==> src/rtl/vwm_pkg.sv <==
package vwm_pkg;
   typedef enum logic [1:0] {
      EL_ACTIVE = 2'd0,
      EL_KEEP   = 2'd1,
      EL_TAIL   = 2'd2,
      EL_BEYOND = 2'd3
   } elem_cls_e;
endpackage

==> src/rtl/vwm_sequencer.sv <==
module vwm_sequencer #(
   parameter int IDX_W      = 7,
   parameter int LMUL_W     = 2,
   parameter int BASE_ELEMS = 8
) (
   input  logic              clk,
   input  logic              rst_n,
   input  logic              start_i,
   input  logic [IDX_W-1:0]  vl_i,
   input  logic [IDX_W-1:0]  vstart_i,
   input  logic [LMUL_W-1:0] lmul_i,
   input  logic              mask_en_i,
   input  logic              finish_i,
   output logic              busy_o,
   output logic [IDX_W-1:0]  idx_o,
   output logic [IDX_W-1:0]  cap_o,
   output logic [IDX_W-1:0]  vl_o,
   output logic              mask_en_o,
   output logic              last_o
);
   localparam logic [IDX_W-1:0] BASE_CNT = IDX_W'(BASE_ELEMS);

   logic              busy_q;
   logic [IDX_W-1:0]  idx_q;
   logic [IDX_W-1:0]  cap_q;
   logic [IDX_W-1:0]  vl_q;
   logic              men_q;
   logic              accept;

   assign accept = start_i && !busy_q;

   always_ff @(posedge clk or negedge rst_n) begin
      if (!rst_n) begin
         busy_q <= 1'b0;
         idx_q  <= '0;
         cap_q  <= BASE_CNT;
         vl_q   <= '0;
         men_q  <= 1'b0;
      end else if (accept) begin
         busy_q <= 1'b1;
         idx_q  <= vstart_i;
         cap_q  <= BASE_CNT << lmul_i;
         vl_q   <= vl_i;
         men_q  <= mask_en_i;
      end else if (busy_q) begin
         if (finish_i) begin
            busy_q <= 1'b0;
         end else begin
            idx_q <= idx_q + 1'b1;
         end
      end
   end

   assign busy_o    = busy_q;
   assign idx_o     = idx_q;
   assign cap_o     = cap_q;
   assign vl_o      = vl_q;
   assign mask_en_o = men_q;
   assign last_o    = (idx_q >= cap_q - 1'b1);
endmodule

==> src/rtl/vwm_policy.sv <==
module vwm_policy
   import vwm_pkg::*;
#(
   parameter int IDX_W             = 7,
   parameter int ELEM_W            = 16,
   parameter bit MASKED_WRITES_OLD = 1'b1
) (
   input  logic              busy_i,
   input  logic [IDX_W-1:0]  idx_i,
   input  logic [IDX_W-1:0]  vl_i,
   input  logic [IDX_W-1:0]  cap_i,
   input  logic              mask_en_i,
   input  logic              mask_bit_i,
   input  logic [ELEM_W-1:0] new_i,
   input  logic [ELEM_W-1:0] old_i,
   input  logic              fault_i,
   output elem_cls_e         cls_o,
   output logic              wr_en_o,
   output logic [ELEM_W-1:0] wr_data_o,
   output logic              fault_take_o
);
   elem_cls_e   cls;
   logic        keep_en;
   logic [ELEM_W-1:0] keep_data;

   always_comb begin
      if (idx_i >= cap_i) begin
         cls = EL_BEYOND;
      end else if (idx_i >= vl_i) begin
         cls = EL_TAIL;
      end else if (mask_en_i && !mask_bit_i) begin
         cls = EL_KEEP;
      end else begin
         cls = EL_ACTIVE;
      end
   end

   generate
      if (MASKED_WRITES_OLD) begin : g_keep_write
         assign keep_en   = 1'b1;
         assign keep_data = old_i;
      end else begin : g_keep_skip
         logic unused_old;
         assign unused_old = ^old_i;
         assign keep_en    = 1'b0;
         assign keep_data  = '0;
      end
   endgenerate

   assign fault_take_o = busy_i && (cls == EL_ACTIVE) && fault_i;

   always_comb begin
      wr_en_o   = 1'b0;
      wr_data_o = '0;
      if (busy_i) begin
         unique case (cls)
            EL_ACTIVE: begin
               wr_en_o   = !fault_i;
               wr_data_o = new_i;
            end
            EL_KEEP: begin
               wr_en_o   = keep_en;
               wr_data_o = keep_data;
            end
            EL_TAIL: begin
               wr_en_o   = 1'b1;
               wr_data_o = '0;
            end
            default: begin
               wr_en_o   = 1'b0;
               wr_data_o = '0;
            end
         endcase
      end
   end

   assign cls_o = cls;
endmodule

==> src/rtl/vec_wb_merge.sv <==
module vec_wb_merge
   import vwm_pkg::*;
#(
   parameter int ELEM_W            = 16,
   parameter int VLEN              = 128,
   parameter int MAX_LMUL_LOG2     = 3,
   parameter bit MASKED_WRITES_OLD = 1'b1,
   localparam int BASE_ELEMS       = VLEN / ELEM_W,
   localparam int MAX_ELEMS        = BASE_ELEMS << MAX_LMUL_LOG2,
   localparam int IDX_W            = $clog2(MAX_ELEMS + 1),
   localparam int LMUL_W           = (MAX_LMUL_LOG2 > 0) ? $clog2(MAX_LMUL_LOG2 + 1) : 1
) (
   input  logic              clk,
   input  logic              rst_n,
   input  logic              start_i,
   input  logic [IDX_W-1:0]  vl_i,
   input  logic [IDX_W-1:0]  vstart_i,
   input  logic [LMUL_W-1:0] lmul_log2_i,
   input  logic              mask_en_i,
   output logic [IDX_W-1:0]  elem_idx_o,
   output logic              busy_o,
   input  logic [ELEM_W-1:0] new_elem_i,
   input  logic [ELEM_W-1:0] old_elem_i,
   input  logic              mask_bit_i,
   input  logic              fault_i,
   output logic              wr_en_o,
   output logic [ELEM_W-1:0] wr_data_o,
   output logic              trap_o,
   output logic              done_o,
   output logic [IDX_W-1:0]  vstart_o
);
   generate
      if (ELEM_W < 1 || VLEN < ELEM_W) begin : g_bad_width
         $error("vec_wb_merge: VLEN must be at least ELEM_W");
      end
      if (VLEN % ELEM_W != 0) begin : g_bad_ratio
         $error("vec_wb_merge: VLEN must be a multiple of ELEM_W");
      end
      if (MAX_LMUL_LOG2 < 0 || MAX_LMUL_LOG2 > 3) begin : g_bad_lmul
         $error("vec_wb_merge: MAX_LMUL_LOG2 must be 0..3");
      end
   endgenerate

   logic              seq_busy;
   logic [IDX_W-1:0]  seq_idx;
   logic [IDX_W-1:0]  seq_cap;
   logic [IDX_W-1:0]  seq_vl;
   logic              seq_men;
   logic              seq_last;
   logic              fault_take;
   logic              finish;
   elem_cls_e         elem_cls;
   logic [IDX_W-1:0]  vstart_q;

   assign finish = seq_busy && (seq_last || fault_take);

   vwm_sequencer #(
      .IDX_W      (IDX_W),
      .LMUL_W     (LMUL_W),
      .BASE_ELEMS (BASE_ELEMS)
   ) u_seq (
      .clk       (clk),
      .rst_n     (rst_n),
      .start_i   (start_i),
      .vl_i      (vl_i),
      .vstart_i  (vstart_i),
      .lmul_i    (lmul_log2_i),
      .mask_en_i (mask_en_i),
      .finish_i  (finish),
      .busy_o    (seq_busy),
      .idx_o     (seq_idx),
      .cap_o     (seq_cap),
      .vl_o      (seq_vl),
      .mask_en_o (seq_men),
      .last_o    (seq_last)
   );

   vwm_policy #(
      .IDX_W             (IDX_W),
      .ELEM_W            (ELEM_W),
      .MASKED_WRITES_OLD (MASKED_WRITES_OLD)
   ) u_pol (
      .busy_i       (seq_busy),
      .idx_i        (seq_idx),
      .vl_i         (seq_vl),
      .cap_i        (seq_cap),
      .mask_en_i    (seq_men),
      .mask_bit_i   (mask_bit_i),
      .new_i        (new_elem_i),
      .old_i        (old_elem_i),
      .fault_i      (fault_i),
      .cls_o        (elem_cls),
      .wr_en_o      (wr_en_o),
      .wr_data_o    (wr_data_o),
      .fault_take_o (fault_take)
   );

   always_ff @(posedge clk or negedge rst_n) begin
      if (!rst_n) begin
         vstart_q <= '0;
      end else if (start_i && !seq_busy) begin
         vstart_q <= vstart_i;
      end else if (fault_take) begin
         vstart_q <= seq_idx;
      end else if (finish) begin
         vstart_q <= '0;
      end
   end

   assign elem_idx_o = seq_idx;
   assign busy_o     = seq_busy;
   assign trap_o     = fault_take;
   assign done_o     = finish;
   assign vstart_o   = vstart_q;
endmodule

==> config.mk <==
export PLATFORM = sky130hd
export DESIGN_NAME = vec_wb_merge
export DESIGN_NICKNAME = d
export VERILOG_FILES = /design/src/rtl/vwm_pkg.sv /design/src/rtl/vwm_sequencer.sv /design/src/rtl/vwm_policy.sv /design/src/rtl/vec_wb_merge.sv
export SDC_FILE = /design/constraint.sdc
export NUM_CORES = 1
export LEC_CHECK = 0
export ABC_AREA = 1
export BUFFER_PORTS_ARGS = -buffer_cell sky130_fd_sc_hd__buf_2
export CAP_MARGIN = 20
export CORE_UTILIZATION = 51
export CTS_CLUSTER_DIAMETER = 50
export DETAILED_ROUTE_END_ITERATION = 8
export PLACE_DENSITY = 0.89
export SLEW_MARGIN = 20
export SYNTH_ARGS = -nofsm -noshare
export SYNTH_HDL_FRONTEND = slang
export SYNTH_HIERARCHICAL = 1
export SYNTH_SLANG_ARGS = --single-unit
==> constraint.sdc <==
create_clock -name clk -period 3.3 [get_ports clk]
set_input_delay 0.495 -clock clk [delete_from_list [all_inputs] [get_ports clk]]
set_output_delay 0.495 -clock clk [all_outputs]
set_load 0.02 [all_outputs]
==> impl_metrics.py, run 1 <==
metrics = {
    "status": {
        "status": "complete, but fails checks",
        "violations": "DRC",
    },
    "drt": {
        "drt-initial-drc-count": 140,
        "drt_pass1_iterations": 7,
        "drt-wirelength-per-cell_um": 12.0,
        "drc": 13,
        "vias_per_cell": 5.21,
        "ant_nets": 0,
        "vias": 2557,
        "routed_wl_mm": 5.90,
    },
    "critical_path": {
        "cp-endpoint": "wr_data_o[14]",
        "critical_path_class": "reg2out",
        "max_stage_delay_ns": 0.55,
        "crit_arrival_ns": 2.61,
        "r2r_end": "u_seq/idx_o[5]",
        "timing.rr.start": "u_seq/idx_o[2]",
        "worstSetupStartpoint": "u_seq/idx_o[2]",
        "start_kind": "register",
        "crit_top_cell": "nand2_1",
        "required_ns": 2.80,
        "crit_slowest_cell": "dfrtp_1",
        "endpoint_kind": "primary output",
        "r2r_slack_ns": 0.51,
        "ff2ff_path_depth": 19,
        "cp_cell_sequence": "ha_1 > a21oi_1 > nand2_1 > a21oi_2 > nand2_1 > inv_1 > ha_1 > buf_6 > nand3_1 > nand2_1 > inv_1 > nor2_4 > buf_2",
        "cp_max_fo": 16,
    },
    "cts": {
        "insertion_delay_ns": 0.28,
        "path_clk_slew_ns": 0.10,
        "cts-root-buf": "clkbuf_8",
        "clock_sinks": 27,
        "cts.path.max_buffers": 2,
        "numCtsBuffers": 3,
        "cts_tree": "built",
        "htree_levels": 1,
    },
    "sta": {
        "setup_tns_ns": 0,
        "worstMarginPinSlew_ns": 0.622,
        "min_period_ns": 3.11,
        "slew_viol_final": 0,
        "fmax_mhz": 322,
        "fin_hold_ws_ns": 0.223,
        "setup-violations-final": 0,
        "hold_viol_final": 0,
        "finClkSkew_ns": 0.00883,
        "post-route-period-util": 0.942,
        "slew_headroom": 0.586,
        "setup_ws_ns": 0.191,
    },
    "pwr": {
        "leakage_nw": 1.69,
        "ir_drop_v": 0.000626,
        "p_per_area_mw_per_mm2": 1150,
    },
    "floorplanning": {
        "die_w_um": 71.3,
        "die-area_sq_mm": 0.00509,
        "core_area_sq_mm": 0.00447,
        "io_pins": 88,
        "initial_core_util": 0.548,
        "die_h_um": 71.3,
        "fp-row-count": 24,
    },
    "synth": {
        "syn_inst": 360,
        "synth.distinct_cells": 29,
        "ys_seq_elements": 27,
        "postSynthAreaPerCell_sq_um": 6.81,
        "ys_warn_count": 6,
        "syn_area_sq_mm": 0.00245,
        "yosysSeqAreaShare": 0.276,
    },
    "layout": {
        "antenna_cells": 0,
        "ff_latch_area_sq_um": 678,
        "final_nets": 517,
        "final_common_cell": "nand2_1",
        "nFillCells": 407,
        "final_cell_mix": "109 x nand2_1, 87 x buf_2, 54 x inv_1, 49 x nand3_1, 25 x dfrtp_1",
        "multi_input_area_sq_mm": 0.00143,
        "syn_to_final_growth_pct": 18.6,
        "drive_gt1_frac": 0.276,
        "final_util": 0.650,
    },
    "global_routing": {
        "gr-total-overflow": 0,
        "first_global_vias": 2320,
        "grt_usage": 0.234,
        "grt_max_degree": 34,
        "grt_pass1_wl_mm": 9.63,
        "antenna_found_initial": 0,
    },
    "placed_design": {
        "dp_hpwl_mm": 4.47,
        "place_ws_ns": 0.423,
        "io_buffers": 87,
        "place_congestion": 0.879,
    },
    "run": {
        "cap_violations": 0,
    },
    "hold_path": {
        "hold_class": "in2async",
    },
}
[worst max-delay path, delay by kind of cell (launching register included)]
kind	cells	cell delay, ns
flops	1	0.55
simple gates	5	0.47
fa+ha+maj	2	0.50
buf+inv	4	0.47
compound gates	2	0.32
[area by class of cell]
class,count,share of cell area
clock buffer,4,0.0155
inverter,59,0.0761
multi-input combinational,258,0.492
sequential,27,0.233
tap,52,0.0224
timing repair buffer,91,0.161
[cells by family after synthesis]
group / Yosys count / synth area share
DFF: 27 / 0.276
and+or+nand+nor: 196 / 0.364
buffers and inverters: 77 / 0.149
other: 1 / 0.00153
AOI/OAI and AO/OA: 32 / 0.0781
adders and majority gates: 23 / 0.117
xor gates and xnor gates: 4 / 0.0143
[routing by layer]
metal  global-route usage  wire length, um  up-vias
met4               0.0800              108        0
met2                0.434             2830      122
met3               0.0436              575       18
li1                     -                -     1271
met5                    0                0        -
met1                0.269             2380     1146
[sequential cells by signal, indices dropped and copies added (netlist names)]
name             cells
u_seq/vl_o           7
u_seq/cap_o          4
vstart_o             7
u_seq/mask_en_o      1
u_seq/idx_o          7
u_seq/busy_o         1
[power by group]
group          leakage, nW  switching, mW  internal (mW)
combinational         1.34           1.63          0.850
sequential           0.328          0.182          0.505
clock               0.0228          0.107         0.0868
[how the worst min path moves through the flow]
stage	from	endpoint	slack, ns	cells after the start
after floorplan	rst_n	u_seq/busy_o	0.20	0
after global placement	u_seq/mask_en_o	u_seq/mask_en_o	0.46	2
after detailed placement	u_seq/mask_en_o	u_seq/mask_en_o	0.47	2
after CTS	rst_n	u_seq/idx_o[6]	0.25	1
after global routing	rst_n	u_seq/idx_o[6]	0.28	1
final	rst_n	u_seq/idx_o[6]	0.22	1
[metrics by stage]
step	total power, mW	instance area (sq um)	std cells
finish	3.36	2910	491
global route	3.70	2910	491
CTS	3.34	2900	491
detailed placement	3.13	2860	487
global placement	3.03	2860	487
floorplan	2.63	2470	362
[what timing repair did]
item                                    in CTS  in global routing
endpoints found under the setup margin       0                 16
resized for setup                            0                  3
setup buffers                                0                  0
hold buffers                                 0                  0
[cell usage after synthesis, drive strengths merged]
cell type  count  area (sq um)
xor2           3          26.3
nand3         49           245
clkbuf         1          5.00
nand2        113           444
conb           1          3.75
buf           17           139
nand3b         1          7.51
o31ai          1          12.5
o21bai         2          15.0
dfstp          1          26.3
ha            23           288
o21ai         15          75.1
nor2          32           188
dfrtp         26           651
nor3b          1          7.51
xnor2          1          8.76
a21oi         11          66.3
o211ai         3          22.5
inv           59           221
Note: power is estimated with default switching activity, not from simulation.
==> inputs of run 2 (changes only) <==
--- a/config.mk
+++ b/config.mk
@@ -11,7 +11,7 @@
 export CORE_UTILIZATION = 51
 export CTS_CLUSTER_DIAMETER = 50
 export DETAILED_ROUTE_END_ITERATION = 8
-export PLACE_DENSITY = 0.89
+export PLACE_DENSITY_LB_ADDON = 0.08
 export SLEW_MARGIN = 20
 export SYNTH_ARGS = -nofsm -noshare
 export SYNTH_HDL_FRONTEND = slang
==> run 2 against run 1 <==
Against the previous run:
- the run still ends with DRC left
- critical path depth rose by 2
- combinational power is essentially flat
- first-iteration DRC count decreased by 30%
- worst setup slack better by 0.024 ns
- power shrank 0.61%
- worst hold slack got worse by 0.0047 ns
==> impl_metrics.py, run 2 (same netlist as run 1, synthesis figures left out) <==
metrics = {
    "sta": {
        "post-route-period-util": 0.935,
        "min_period_ns": 3.08,
        "slew_viol_final": 0,
        "slew_headroom": 0.579,
        "setup_tns_ns": 0,
        "hold_viol_final": 0,
        "finClkSkew_ns": 0.0100,
        "fmax_mhz": 324,
        "fin_hold_ws_ns": 0.218,
        "setup-violations-final": 0,
        "worstMarginPinSlew_ns": 0.632,
        "rsz0062_at_grt": "no",
    },
    "global_routing": {
        "antenna_found_initial": 0,
        "grt_usage": 0.228,
        "grt_pass1_wl_mm": 9.27,
        "gr-total-overflow": 0,
        "first_global_vias": 2151,
        "grt_max_degree": 34,
    },
    "layout": {
        "fin_area_sq_mm": 0.00293,
        "final_cell_mix": "109 x nand2_1, 87 x buf_2, 54 x inv_1, 49 x nand3_1",
        "drive_gt1_frac": 0.286,
        "final_common_cell": "nand2_1",
        "final_nets": 519,
        "syn_to_final_growth_pct": 19.4,
        "final_cells": 493,
        "antenna_cells": 0,
        "final_util": 0.654,
    },
    "cts": {
        "numCtsBuffers": 3,
        "path_clk_slew_ns": 0.10,
        "cts-root-buf": "clkbuf_8",
        "cts.path.max_buffers": 2,
        "clock_sinks": 27,
        "cts_tree": "built",
        "hold_buffers": 0,
        "htree_levels": 1,
        "insertion_delay_ns": 0.28,
    },
    "critical_path": {
        "critical_path_class": "reg2out",
        "crit_arrival_ns": 2.59,
        "max_stage_delay_ns": 0.48,
        "crit_slowest_cell": "dfrtp_2",
        "endpoint_kind": "primary output",
        "crit_top_cell": "nand2_1",
        "required_ns": 2.80,
        "cp_cell_sequence": "ha_1 > nand2_1 > inv_1 > nand2_1 > nand2_1 > a21oi_2 > nand2_1 > inv_1 > ha_1 > buf_6 > nand3_1 > nand2_1 > inv_1 > nor2_1 > buf_2",
        "cp_max_fo": 16,
        "start_kind": "register",
    },
    "run": {
        "cap_violations": 0,
    },
    "drt": {
        "met1_length_mm": 2.57,
        "routed_wl_mm": 5.66,
        "drt_pass1_iterations": 7,
        "dr.max_layer_used": "met4",
        "drc": 10,
        "drt-initial-drc-count": 98,
        "drt-wirelength-per-cell_um": 11.5,
        "vias_per_cell": 4.94,
        "ant_nets": 0,
        "dr_wl_met3_um": 321,
        "vias": 2435,
        "dr_wl_met2_mm": 2.69,
    },
    "floorplanning": {
        "io_pins": 88,
        "die_w_um": 71.3,
        "die_h_um": 71.3,
        "fp-row-count": 24,
        "die-area_sq_mm": 0.00509,
        "initial_core_util": 0.548,
        "core_area_sq_mm": 0.00447,
    },
    "pwr": {
        "p_per_area_mw_per_mm2": 1140,
        "power_switching_mw": 1.88,
        "p_sw_frac": 0.564,
        "intPower_mw": 1.46,
        "ir_drop_v": 0.000546,
        "comb_power_share": 0.740,
        "seqPwrFrac": 0.201,
        "p_clk_frac": 0.059,
        "leakage_nw": 1.70,
    },
    "status": {
        "violations": "DRC",
        "status": "complete, but fails checks",
    },
    "placed_design": {
        "io_buffers": 87,
        "placed_cells": 489,
        "place_congestion": 0.823,
        "dp_hpwl_mm": 4.39,
        "place_area_sq_mm": 0.00287,
    },
    "hold_path": {
        "hold_class": "in2async",
    },
}
==> run 2: cell count changes in the layout (fill, tap and decap cells not counted) <==
cell / change
dfrtp_2: +3
dfrtp_1: -3
buf_4: +2
==> run 2: worst paths after layout <==
check                          startpoint              to  slack, ns  cells after the start
min                                 rst_n  u_seq/cap_o[5]       0.22                      1
max in group asynchronous           rst_n  u_seq/idx_o[2]       2.62                      1
max                        u_seq/idx_o[6]    wr_data_o[3]       0.22                     15
max reg2reg                u_seq/idx_o[6]  u_seq/idx_o[6]       0.64                     20
min in group clk                  vl_i[1]   u_seq/vl_o[1]       0.40                      3
min reg2reg                 u_seq/vl_o[4]   u_seq/vl_o[4]       0.49                      2
==> run 2: area by class of cell <==
type                       instances  area, sq um
inverter                          59          221
timing repair buffer              93          484
clock buffer                       4         45.0
fill                             412         1550
tap                               52         65.1
sequential                        27          682
multi-input combinational        258         1430
==> run 2: worst max-delay path, delay by kind of cell (launching register included) <==
kind	cells	cell delay, ns
DFF	1	0.48
and+or+nand+nor	7	0.60
adders and majority gates	2	0.53
AOI/OAI and AO/OA	1	0.17
buffers and inverters	5	0.52
==> run 2: power by group through the flow <==
| stage | Combinational (mW) | Sequential [mW] | Clock (mW) |
|---|---|---|---|
| after floorplan | 1.87 | 0.763 | 0 |
| final | 2.47 | 0.671 | 0.195 |
| after CTS | 2.48 | 0.671 | 0.199 |
| after detailed placement | 2.47 | 0.677 | 0 |
| after global placement | 2.41 | 0.673 | 0 |
| after global routing | 2.80 | 0.704 | 0.207 |
==> run 2: metal layers <==
| layer | track usage | up-vias |
|---|---|---|
| met5 | 0 | - |
| met4 | 0.0733 | 0 |
| met3 | 0.0295 | 6 |
| met2 | 0.408 | 66 |
| met1 | 0.283 | 1083 |
| li1 | - | 1280 |
==> run 2: timing repair <==
item	4_1_cts	5_1_grt
endpoints found under the hold margin	0	0
resized for setup	0	6
setup buffers	0	0
setup endpoints to repair	0	16
==> run 2: per-stage QoR <==
step	power, mW	setup WS (ns)
4_1_cts	3.35	0.0633
3_3_place_gp	3.09	0.420
3_5_place_dp	3.14	0.394
2_1_floorplan	2.63	0.0283
6_report	3.34	0.215
5_1_grt	3.71	0.0142
==> inputs of run 3 (changes only) <==
--- a/config.mk
+++ b/config.mk
@@ -9,8 +9,10 @@
 export BUFFER_PORTS_ARGS = -buffer_cell sky130_fd_sc_hd__buf_2
 export CAP_MARGIN = 20
 export CORE_UTILIZATION = 51
+export CTS_BUF_LIST = sky130_fd_sc_hd__clkbuf_16
 export CTS_CLUSTER_DIAMETER = 50
 export DETAILED_ROUTE_END_ITERATION = 8
+export GPL_ROUTABILITY_DRIVEN = 0
 export PLACE_DENSITY_LB_ADDON = 0.08
 export SLEW_MARGIN = 20
 export SYNTH_ARGS = -nofsm -noshare
==> run 3 against run 2 <==
Against the previous run:
- the flow still finishes with violations (DRC)
- clock skew decreased by 0.0015 ns
- global-route usage rose by 0.10 points
- combinational power is essentially flat
- count of clock-buffer cells in the layout down 1
- largest power group unchanged
- first-iteration DRC count rose by 27%
- routed wire length grew 2.5%
- die area unchanged
==> impl_metrics.py, run 3 (same netlist as run 1, synthesis figures left out) <==
metrics = {
    "critical_path": {
        "crit_slowest_cell": "dfrtp_1",
        "max_stage_delay_ns": 0.48,
        "start_kind": "register",
        "endpoint_kind": "primary output",
        "crit_top_cell": "nand2_1",
        "cp_cell_sequence": "ha_1 > nand2_1 > inv_1 > nand2_1 > nand2_1 > a21oi_2 > nand2_1 > inv_1 > ha_1 > buf_4 > nand3_1 > nand2_1 > inv_1 > nor2_4 > buf_2",
        "critical_path_class": "reg2out",
        "cp_max_fo": 16,
        "crit_arrival_ns": 2.60,
        "required_ns": 2.80,
    },
    "global_routing": {
        "top_usage_layer": "met2",
        "use_met3": 0.0338,
        "met2_usage": 0.408,
        "grt_pass1_wl_mm": 9.34,
        "first_global_vias": 2141,
        "grt_util_met1": 0.288,
        "grt_max_degree": 34,
        "grt_usage": 0.229,
        "gr-total-overflow": 0,
        "antenna_found_initial": 0,
    },
    "floorplanning": {
        "die_h_um": 71.3,
        "core_area_sq_mm": 0.00447,
        "io_pins": 88,
        "initial_core_util": 0.548,
        "die-area_sq_mm": 0.00509,
        "die_w_um": 71.3,
        "fp-row-count": 24,
    },
    "sta": {
        "post-route-period-util": 0.938,
        "hold_viol_final": 0,
        "setup-violations-final": 0,
        "setup_ws_ns": 0.205,
        "rsz0062_at_grt": "no",
        "min_period_ns": 3.10,
        "fin_hold_ws_ns": 0.243,
        "fmax_mhz": 323,
        "slew_viol_final": 0,
        "setup_tns_ns": 0,
        "slew_headroom": 0.577,
        "worstMarginPinSlew_ns": 0.634,
        "finClkSkew_ns": 0.00848,
    },
    "drt": {
        "drt-initial-drc-count": 124,
        "drt_pass1_iterations": 7,
        "routed_wl_mm": 5.79,
        "ant_nets": 0,
        "vias_per_cell": 4.95,
        "drc": 10,
        "drt-wirelength-per-cell_um": 11.8,
        "vias": 2442,
    },
    "pwr": {
        "ir_drop_v": 0.000504,
        "leakage_nw": 1.72,
        "p_per_area_mw_per_mm2": 1160,
        "total_power_mw": 3.44,
    },
    "layout": {
        "syn_to_final_growth_pct": 20.6,
        "drive_gt1_frac": 0.283,
        "antenna_cells": 0,
        "final_common_cell": "nand2_1",
        "fin_area_sq_mm": 0.00296,
        "final_cells": 493,
        "final_util": 0.661,
        "final_cell_mix": "109 x nand2_1, 87 x buf_2, 55 x inv_1, 49 x nand3_1, 23 x dfrtp_1",
        "final_nets": 519,
    },
    "cts": {
        "hold_buffers": 0,
        "cts_tree": "built",
        "path_clk_slew_ns": 0.07,
        "htree_levels": 1,
        "insertion_delay_ns": 0.26,
        "numCtsBuffers": 3,
        "cts-root-buf": "clkbuf_16",
        "cts.path.max_buffers": 2,
        "clock_sinks": 27,
    },
    "hold_path": {
        "hold_class": "in2async",
    },
    "placed_design": {
        "place_area_sq_mm": 0.00287,
        "placed_cells": 489,
        "place_ws_ns": 0.394,
        "dp_hpwl_mm": 4.39,
        "io_buffers": 87,
    },
    "status": {
        "violations": "DRC",
        "status": "complete, but fails checks",
    },
    "run": {
        "cap_violations": 0,
    },
}
-- run 3: cell count changes in the layout (fill, tap and decap cells not counted), sizes merged --
| cell | previous run | this run |
|---|---|---|
| clkbuf | 4 | 3 |
| inv | 59 | 60 |
-- run 3: final cells by class --
type | instances | area [sq um]
clock buffer | 3 | 75.1
clock inverter | 1 | 3.75
fill | 404 | 1520
inverter | 59 | 221
multi-input combinational | 258 | 1430
sequential | 27 | 681
tap | 52 | 65.1
timing repair buffer | 93 | 480
-- run 3: what timing repair did --
| action | in CTS | in global routing |
|---|---|---|
| buffers inserted | 0 | 0 |
| endpoints found under the setup margin | 0 | 16 |
| resized for setup | 0 | 4 |
-- run 3: path summary, 6_finish.rpt --
kind                           startpoint             end  slack [ns]  cells past startpoint
setup / recovery           u_seq/idx_o[5]   wr_data_o[13]        0.20                     15
hold / removal                      rst_n  u_seq/cap_o[5]        0.24                      1
setup reg to reg           u_seq/idx_o[5]  u_seq/idx_o[1]        0.64                     19
hold reg to reg             u_seq/vl_o[4]   u_seq/vl_o[4]        0.48                      2
max in group asynchronous           rst_n  u_seq/idx_o[4]        2.60                      1
min in group clk                  vl_i[1]   u_seq/vl_o[1]        0.42                      3
-- run 3: critical path: cells and delay by family (launching register included) --
kind | cells | cell delay, ns
AND/OR/NAND/NOR | 7 | 0.59
buffers and inverters | 5 | 0.57
adder cells (fa/ha/maj) | 2 | 0.51
flip-flops | 1 | 0.48
AO/OA/AOI/OAI | 1 | 0.17
-- run 3: layer usage --
| metal | routed length (um) | vias to the layer above |
|---|---|---|
| met2 | 2770 | 73 |
| met3 | 349 | 6 |
| met1 | 2610 | 1084 |
| met4 | 60 | 0 |
| met5 | 0 | - |
| li1 | - | 1279 |
-- run 3: power breakdown --
part           internal [mW]  switching, mW
clock network          0.162          0.115
registers              0.509          0.163
logic                  0.857           1.63
total                   1.53           1.91
